[src/rtl/tlb_mgmt_pkg.sv]
package tlb_mgmt_pkg;

    typedef enum logic [2:0] {
        RN_INDEX  = 3'd0,
        RN_LO     = 3'd1,
        RN_HI     = 3'd2,
        RN_PID    = 3'd3,
        RN_ZONE   = 3'd4,
        RN_SEARCH = 3'd5
    } reg_num_e;

    // Tag word layout: page number, size code, valid flag.
    typedef struct packed {
        logic [21:0] epn;
        logic [2:0]  size;
        logic        valid;
        logic [5:0]  rsvd;
    } tag_word_t;

    // Data word layout: physical page, exec, write, zone select.
    typedef struct packed {
        logic [21:0] rpn;
        logic        ex;
        logic        wr;
        logic [3:0]  zsel;
        logic [3:0]  rsvd;
    } data_word_t;

    typedef enum logic [1:0] {
        SR_IDLE   = 2'd0,
        SR_EVAL   = 2'd1,
        SR_COMMIT = 2'd2
    } srch_state_e;

    localparam logic [31:0] EPN_MASK = 32'hFFFF_FC00;
    localparam int unsigned MMU_FULL_LEVEL = 2;

    // Mask of the address bits above the page offset for a size code.
    function automatic logic [31:0] page_mask(input logic [2:0] code);
        return 32'hFFFF_FFFF << (5'd10 + {1'b0, code, 1'b0});
    endfunction

    // Two-bit protection field of a zone; zone 0 sits in the top bits.
    function automatic logic [1:0] zone_field(input logic [31:0] zreg,
                                              input logic [3:0]  zsel);
        logic [31:0] shifted;
        shifted = zreg >> (5'd30 - {zsel, 1'b0});
        return shifted[1:0];
    endfunction

endpackage

[src/rtl/tlb_entry_store.sv]
module tlb_entry_store
    import tlb_mgmt_pkg::*;
#(
    parameter int ENTRIES = 16,
    parameter int IDX_W   = $clog2(ENTRIES)
) (
    input  logic             clk,
    input  logic             rst,
    input  logic [IDX_W-1:0] sel,
    input  logic             we_lo,
    input  logic             we_hi,
    input  logic [31:0]      wdata,
    input  logic [7:0]       tid_in,
    output logic [31:0]      sel_lo,
    output logic [31:0]      sel_hi,
    output logic [7:0]       sel_tid,
    output logic [31:0]      tags_o  [ENTRIES],
    output logic [3:0]       zsels_o [ENTRIES],
    output logic [7:0]       tids_o  [ENTRIES]
);

    logic [31:0] data_q [ENTRIES];

    for (genvar g = 0; g < ENTRIES; g++) begin : g_entry
        logic hit_sel;
        data_word_t dw;

        assign hit_sel = (sel == IDX_W'(g));
        assign dw      = data_word_t'(data_q[g]);

        always_ff @(posedge clk) begin
            if (rst) begin
                tags_o[g] <= '0;
                data_q[g] <= '0;
                tids_o[g] <= '0;
            end else begin
                if (we_lo && hit_sel) begin
                    data_q[g] <= wdata;
                end
                if (we_hi && hit_sel) begin
                    tags_o[g] <= wdata;
                    tids_o[g] <= tid_in;
                end
            end
        end

        assign zsels_o[g] = dw.zsel;

        // a tag write stamps the translation ID presented with it
        a_r3_tid_capture: assert property (@(posedge clk) disable iff (rst)
            (we_hi && hit_sel) |=> (tids_o[g] == $past(tid_in)));
    end

    assign sel_lo  = data_q[sel];
    assign sel_hi  = tags_o[sel];
    assign sel_tid = tids_o[sel];

endmodule

[src/rtl/tlb_match_engine.sv]
module tlb_match_engine
    import tlb_mgmt_pkg::*;
#(
    parameter int ENTRIES    = 16,
    parameter int ZONE_LIMIT = 7,
    parameter int IDX_W      = $clog2(ENTRIES)
) (
    input  logic             clk,
    input  logic             rst,
    input  logic [31:0]      vaddr,
    input  logic             user,
    input  logic [7:0]       pid8,
    input  logic [31:0]      zone_reg,
    input  logic [31:0]      tags  [ENTRIES],
    input  logic [3:0]       zsels [ENTRIES],
    input  logic [7:0]       tids  [ENTRIES],
    output logic             hit,
    output logic [IDX_W-1:0] hit_idx
);

    localparam logic [3:0] ZLIM = ZONE_LIMIT[3:0];

    logic [ENTRIES-1:0] cand;

    for (genvar g = 0; g < ENTRIES; g++) begin : g_cmp
        tag_word_t  tw;
        logic       addr_ok;
        logic       tid_ok;
        logic [1:0] zf;

        assign tw      = tag_word_t'(tags[g]);
        assign addr_ok = ((vaddr ^ tags[g]) & page_mask(tw.size)) == 32'd0;
        assign tid_ok  = (tids[g] == 8'd0) || (tids[g] == pid8);
        assign zf      = (zsels[g] > ZLIM) ? 2'b01 : zone_field(zone_reg, zsels[g]);
        assign cand[g] = tw.valid && addr_ok && tid_ok && !(user && zf == 2'b00);
    end

    always_comb begin
        hit     = |cand;
        hit_idx = '0;
        for (int i = ENTRIES - 1; i >= 0; i--) begin
            if (cand[i]) begin
                hit_idx = i[IDX_W-1:0];
            end
        end
    end

    // a reported hit always points at a valid entry
    a_r5_hit_is_valid: assert property (@(posedge clk) disable iff (rst)
        hit |-> tags[hit_idx][6]);

endmodule

[src/rtl/tlb_search_seq.sv]
module tlb_search_seq
    import tlb_mgmt_pkg::*;
#(
    parameter int ENTRIES = 16,
    parameter int IDX_W   = $clog2(ENTRIES)
) (
    input  logic             clk,
    input  logic             rst,
    input  logic             start,
    input  logic [31:0]      vaddr_in,
    input  logic             user_in,
    input  logic             eng_hit,
    input  logic [IDX_W-1:0] eng_idx,
    output logic             busy,
    output logic [31:0]      look_vaddr,
    output logic             look_user,
    output logic             done,
    output logic             res_hit,
    output logic [IDX_W-1:0] res_idx
);

    srch_state_e state_q;

    always_ff @(posedge clk) begin
        if (rst) begin
            state_q    <= SR_IDLE;
            look_vaddr <= '0;
            look_user  <= 1'b0;
            res_hit    <= 1'b0;
            res_idx    <= '0;
        end else begin
            unique case (state_q)
                SR_IDLE: begin
                    if (start) begin
                        look_vaddr <= vaddr_in & EPN_MASK;
                        look_user  <= user_in;
                        state_q    <= SR_EVAL;
                    end
                end
                SR_EVAL: begin
                    res_hit <= eng_hit;
                    res_idx <= eng_idx;
                    state_q <= SR_COMMIT;
                end
                SR_COMMIT: state_q <= SR_IDLE;
                default:   state_q <= SR_IDLE;
            endcase
        end
    end

    assign busy = (state_q != SR_IDLE);
    assign done = (state_q == SR_COMMIT);

    // busy rises for exactly two cycles per search
    a_r8_busy_second_cycle: assert property (@(posedge clk) disable iff (rst)
        $rose(busy) |=> busy);
    a_r8_busy_ends: assert property (@(posedge clk) disable iff (rst)
        (busy && $past(busy)) |=> !busy);

endmodule

[src/rtl/tlb_mgmt_regs.sv]
module tlb_mgmt_regs
    import tlb_mgmt_pkg::*;
#(
    parameter int ENTRIES    = 16,
    parameter int ZONE_LIMIT = 7
) (
    input  logic        clk,
    input  logic        rst,
    input  logic [1:0]  cfg_mmu_level,
    input  logic [1:0]  cfg_access,
    input  logic        user_mode,
    input  logic [2:0]  reg_num,
    input  logic [31:0] reg_wdata,
    input  logic        reg_we,
    input  logic        reg_re,
    output logic [31:0] reg_rdata,
    output logic        busy
);

    localparam int IDX_W = $clog2(ENTRIES);

    logic [31:0] index_q, pid_q, zone_q;

    logic             regs_on, acc_ok, wr_fire, rd_fire;
    logic             rd_allowed, ctl_wr_allowed;
    logic             we_lo, we_hi, srch_start;
    logic [IDX_W-1:0] sel;
    logic [31:0]      sel_lo, sel_hi;
    logic [7:0]       sel_tid;
    logic [31:0]      tags  [ENTRIES];
    logic [3:0]       zsels [ENTRIES];
    logic [7:0]       tids  [ENTRIES];
    logic             eng_hit, srch_done, srch_hit, look_user;
    logic [IDX_W-1:0] eng_idx, srch_idx;
    logic [31:0]      look_vaddr;

    assign regs_on        = (cfg_mmu_level >= 2'(MMU_FULL_LEVEL)) && (cfg_access != 2'd0);
    assign acc_ok         = regs_on && !busy;
    assign wr_fire        = reg_we && acc_ok;
    assign rd_fire        = reg_re && !reg_we && acc_ok;
    assign rd_allowed     = cfg_access[0];
    assign ctl_wr_allowed = cfg_access[1];
    assign sel            = index_q[IDX_W-1:0];

    assign we_lo      = wr_fire && (reg_num == RN_LO);
    assign we_hi      = wr_fire && (reg_num == RN_HI);
    assign srch_start = wr_fire && (reg_num == RN_SEARCH) && ctl_wr_allowed;

    tlb_entry_store #(.ENTRIES(ENTRIES), .IDX_W(IDX_W)) u_store (
        .clk     (clk),
        .rst     (rst),
        .sel     (sel),
        .we_lo   (we_lo),
        .we_hi   (we_hi),
        .wdata   (reg_wdata),
        .tid_in  (pid_q[7:0]),
        .sel_lo  (sel_lo),
        .sel_hi  (sel_hi),
        .sel_tid (sel_tid),
        .tags_o  (tags),
        .zsels_o (zsels),
        .tids_o  (tids)
    );

    tlb_match_engine #(.ENTRIES(ENTRIES), .ZONE_LIMIT(ZONE_LIMIT), .IDX_W(IDX_W)) u_match (
        .clk      (clk),
        .rst      (rst),
        .vaddr    (look_vaddr),
        .user     (look_user),
        .pid8     (pid_q[7:0]),
        .zone_reg (zone_q),
        .tags     (tags),
        .zsels    (zsels),
        .tids     (tids),
        .hit      (eng_hit),
        .hit_idx  (eng_idx)
    );

    tlb_search_seq #(.ENTRIES(ENTRIES), .IDX_W(IDX_W)) u_seq (
        .clk        (clk),
        .rst        (rst),
        .start      (srch_start),
        .vaddr_in   (reg_wdata),
        .user_in    (user_mode),
        .eng_hit    (eng_hit),
        .eng_idx    (eng_idx),
        .busy       (busy),
        .look_vaddr (look_vaddr),
        .look_user  (look_user),
        .done       (srch_done),
        .res_hit    (srch_hit),
        .res_idx    (srch_idx)
    );

    always_ff @(posedge clk) begin
        if (rst) begin
            index_q <= '0;
            pid_q   <= '0;
            zone_q  <= '0;
        end else begin
            if (srch_done) begin
                index_q <= srch_hit ? {{(32-IDX_W){1'b0}}, srch_idx}
                                    : (index_q | 32'h8000_0000);
            end else if (wr_fire && reg_num == RN_INDEX) begin
                index_q <= reg_wdata;
            end

            if (wr_fire && reg_num == RN_PID && ctl_wr_allowed) begin
                if (reg_wdata != pid_q) begin
                    pid_q <= reg_wdata;
                end
            end else if (rd_fire && reg_num == RN_HI && rd_allowed) begin
                pid_q <= {24'd0, sel_tid};
            end

            if (wr_fire && reg_num == RN_ZONE && ctl_wr_allowed) begin
                zone_q <= reg_wdata;
            end
        end
    end

    always_comb begin
        reg_rdata = '0;
        if (acc_ok) begin
            unique case (reg_num)
                RN_INDEX: reg_rdata = index_q;
                RN_LO:    reg_rdata = rd_allowed ? sel_lo : 32'd0;
                RN_HI:    reg_rdata = rd_allowed ? sel_hi : 32'd0;
                RN_PID:   reg_rdata = rd_allowed ? pid_q  : 32'd0;
                RN_ZONE:  reg_rdata = rd_allowed ? zone_q : 32'd0;
                default:  reg_rdata = '0;
            endcase
        end
    end

    // a miss leaves the flag bit set
    a_r7_miss_flag: assert property (@(posedge clk) disable iff (rst)
        (srch_done && !srch_hit) |=> index_q[31]);
    // a hit loads the entry number
    a_r5_hit_loads_index: assert property (@(posedge clk) disable iff (rst)
        (srch_done && srch_hit) |=> (index_q == {{(32-IDX_W){1'b0}}, $past(srch_idx)}));
    // with the registers disabled a write changes no register
    a_r9_off_no_write: assert property (@(posedge clk) disable iff (rst)
        (!regs_on && !busy && reg_we) |=>
            ($stable(index_q) && $stable(pid_q) && $stable(zone_q)));

endmodule

[config.mk]
export PLATFORM = sky130hd
export DESIGN_NAME = tlb_mgmt_regs
export DESIGN_NICKNAME = d
export VERILOG_FILES = /design/src/rtl/tlb_mgmt_pkg.sv /design/src/rtl/tlb_entry_store.sv /design/src/rtl/tlb_match_engine.sv /design/src/rtl/tlb_search_seq.sv /design/src/rtl/tlb_mgmt_regs.sv
export SDC_FILE = /design/constraint.sdc
export NUM_CORES = 2
export LEC_CHECK = 0
export BUFFER_PORTS_ARGS = -buffer_cell sky130_fd_sc_hd__buf_2
export CAP_MARGIN = 20
export CORE_MARGIN = 2
export CORE_UTILIZATION = 58
export DETAILED_ROUTE_END_ITERATION = 8
export PLACE_DENSITY_LB_ADDON = 0.12
export SLEW_MARGIN = 20
export SYNTH_ARGS = -nofsm -noshare
export SYNTH_HDL_FRONTEND = slang
export SYNTH_SLANG_ARGS = --single-unit
[constraint.sdc]
create_clock -name clk -period 2.9 [get_ports clk]
set_clock_uncertainty 0.1 [all_clocks]
set_input_delay 0.145 -clock clk [delete_from_list [all_inputs] [get_ports clk]]
set_output_delay 0.145 -clock clk [all_outputs]
set_load 0.03 [all_outputs]
==> impl_results.md <==
* Clk root buf: clkbuf_16
* Mapped cell area at 0.0662 mm2
* Overall power at 40.4 mW
* Synth cell count leaders: 1,521 x nand2_1, 823 x a21oi_1, 770 x dfxtp_1
* Die Span X at 342 um
* Clock sink count at 1,282
* Cells along the critical path: buf_4 > buf_8 > buf_12 > mux4_2 > mux4_2 > mux2_2 > a22o_1 > a222oi_1 > buf_4 > nor2_1 > buf_4
* Total CTS buffers at 143
* HPWL after DPL at 196,000 um
* Syn nets at 6,754
* Top-count cell post-synth: nand2_1
* DRC viols at 2
* Via count at 59.4k
* Final Hold Viols at 0
* Cell row count at 123
* Skew-Pair Late Insertion Delay at 0.80 ns
* Top cells by area, synth: dfxtp_1 23%, edfxtp_1 23%, mux4_2 13%
* Area of the multi-input gates at 0.0342 mm2
* Chip height at 342 um
* Starting Density at 58.6%
* Yosys reg bits at 1,282
* Worst Setup End Kind: primary output
* Routed Antenna Nets at 0
* CTS tree: built
* Req. time, crit path at 2.65 ns
* Initial antenna violation count at 19
* Average wire per standard cell at 32.6 um
* Max Cap Viol at 0
* Peak VDD IR at 574 uV
* Crit-path max FO at 6
* Worst path slowest cell: mux4_2
* Critical Path Start Type: register
* Worst Hold Depth at 4
* Rel. slew slack at 17.9%
* Status: finished, violations left
* Yosys cell types at 75
* Port bufs at 75
* Failing checks: DRC, setup timing
* Synth area leader: dfxtp_1
* I/O pin total at 77
* P_leak at 29.7 nW
* Core ar. at 0.113 mm2
* CP arrival at 4.16 ns
* Fmax at 0.227 GHz
* Fin Hold WS at 0.0897 ns
* Number of global-route vias before repair at 55.5k
* Worst setup path start: index_q[0]$_SDFFE_PP0P_
* Most used cell, CP: buf_4
* Clock Pin Slew Worst Setup and Hold Paths at 0.06 ns
* Setup violations, final at 37
* Clk buf depth at 3
* Ys flop type: dfxtp_1
* Placed Instances at 8,454
* Share of Yosys cell area claimed by the top area cell type at 23.3%
* Routed WL at 288,000 um
* Setup crit end: reg_rdata[18]
* Crit share post-route at 152%
* DR iter-0 viols at 10.5k
* Total die area at 0.117 mm2
* Period minus WS final at 4.41 ns
* Crit path largest cell delay at 0.60 ns
* Maximum number of pins on one net before global-route repair at 228
* Fillers at 8,120
* Post-synth ARST share at 0%
* Syn_area_per_cell at 9.97 um2
* Hold crit path type: in2reg
* Reg2Reg Capture Point: u_seq.res_idx[3]$_SDFFE_PP0N_
* Seq/Total Area, Yosys at 46.5%
* Final std cells w/o fill at 8,840
* Area Overhead vs Synth at 24.2%
* Grt ovf at 0
* Total GRT Usage at 48.6%
* Final nets at 7,324
* GPL Wtd Cong at 1.07
* DR pass1 iterations at 9
* FF+latch area at 0.0309 mm2
* First-pass GRT wire length at 404,000 um
* Number of vias per cell at 6.71
* Crit path kind: reg2out
* Yosys synthesis warning count at 0
* Flop-to-flop setup slack at -0.07 ns
* Layout cells sized above 1 at 26.3%
* Final Util at 72.8%
* RSZ-0062 raised after global routing: yes
* Final setup margin at -1.51 ns
* Worst slew pin tran at 1.23 ns
* Worst Reg-to-Reg Cells at 11
* Final Slew Violations at 0
* Power Density at 492 mW/mm2
* Cells after Synth at 6,646
* Post-synth EDFFs at 512
* H-tree Lvls at 4
* Worst r2r src: zone_q[17]$_SDFFE_PP0P_
* Setup_tns at -43.86 ns
## area by class of cell
type / count / share of cell area, %
antenna: 5 / 0.0152
clock buffer: 183 / 4.72
clock inverter: 81 / 1.23
inverter: 76 / 0.347
multi-input combinational: 4674 / 41.5
sequential: 1282 / 37.6
tap: 1500 / 2.28
timing repair buffer: 1039 / 12.3
## cells by family (layout without fill, tap and decap cells)
logic type / count (synthesis) / in the layout / share of synthesized area (%)
multiplexers: 448 / 448 / 14.3
XOR/XNOR: 512 / 512 / 6.77
buffers and inverters: 690 / 1379 / 4.24
AND/OR/NAND/NOR: 2504 / 2504 / 17.1
AO/OA/AOI/OAI: 1142 / 1142 / 9.88
other: 0 / 5 / 0
flip-flops: 1282 / 1282 / 46.5
adder cells (fa/ha/maj): 68 / 68 / 1.27
## registers in the layout (all words and copies together) (netlist names), named ones only
signal            flops
u_store.data_q      512
u_store.tags_o      512
u_store.tids_o      128
index_q              32
pid_q                32
zone_q               32
u_seq.look_vaddr     22
u_seq.res_idx         4
u_seq.state_q         2
u_seq.look_user       1
u_seq.res_hit         1
## layer usage
metal / share of wire [%] / GRT usage [%] / up-vias
li1: - / - / 24368
met1: 36 / 67.1 / 29047
met2: 40 / 65.9 / 5066
met3: 17 / 18.9 / 857
met4: 6.0 / 25.0 / 16
met5: 0.080 / 0.776 / -
## power breakdown
group,leakage [nW],switching [mW],total (mW),internal (mW)
logic,15.8,1.54,2.29,0.744
clock network,2.39,8.07,19.1,11.0
registers,11.5,0.121,19.1,19.0
total,29.7,9.73,40.4,30.7
## worst max-delay path: cells and delay by family, from the launching register on
family,cells,cell delay [ns]
mux,3,1.40
buf+inv,5,0.82
compound gates,2,0.68
flops,1,0.42
simple gates,1,0.04
## repair_timing
item                       CTS  global route
hold endpoints to repair   533             0
pin swaps                   41            94
gates resized for setup    223           215
setup buffers               30            43
setup endpoints to repair  230           209
hold buffers                42             0
gates cloned                 5             6
## through the flow
stage / worst slack (ns) / instance area (um2)
after floorplan: 0.0610 / 66300
after global placement: -0.678 / 74300
after detailed placement: -0.699 / 74300
after CTS: -1.36 / 80900
after global routing: -1.48 / 82300
final: -1.51 / 82300
## cells in the final DEF (no fill, tap or decap), types with 60 or more instances in the layout
cell type  instances
nand2_1         1517
a21oi_1          816
buf_4            733
dfxtp_1          715
and2_1           513
edfxtp_1         512
mux4_2           387
xnor2_1          378
clkbuf_16        149
buf_12           146
nor2_1           142
xor2_1           113
inv_1             72
nand3_1           60
## worst min-delay path by stage
stage                       startpoint                                to
after floorplan              user_mode      u_seq.look_user$_SDFFE_PP0P_
after global placement       user_mode      u_seq.look_user$_SDFFE_PP0P_
after detailed placement     user_mode      u_seq.look_user$_SDFFE_PP0P_
after CTS                   reg_num[0]          index_q[25]$_SDFFE_PP0P_
after global routing      reg_wdata[7]  u_store.tags_o[487]$_SDFFE_PP0P_
final                     reg_wdata[7]  u_store.tags_o[103]$_SDFFE_PP0P_
Note: power is estimated with default switching activity, not from simulation.
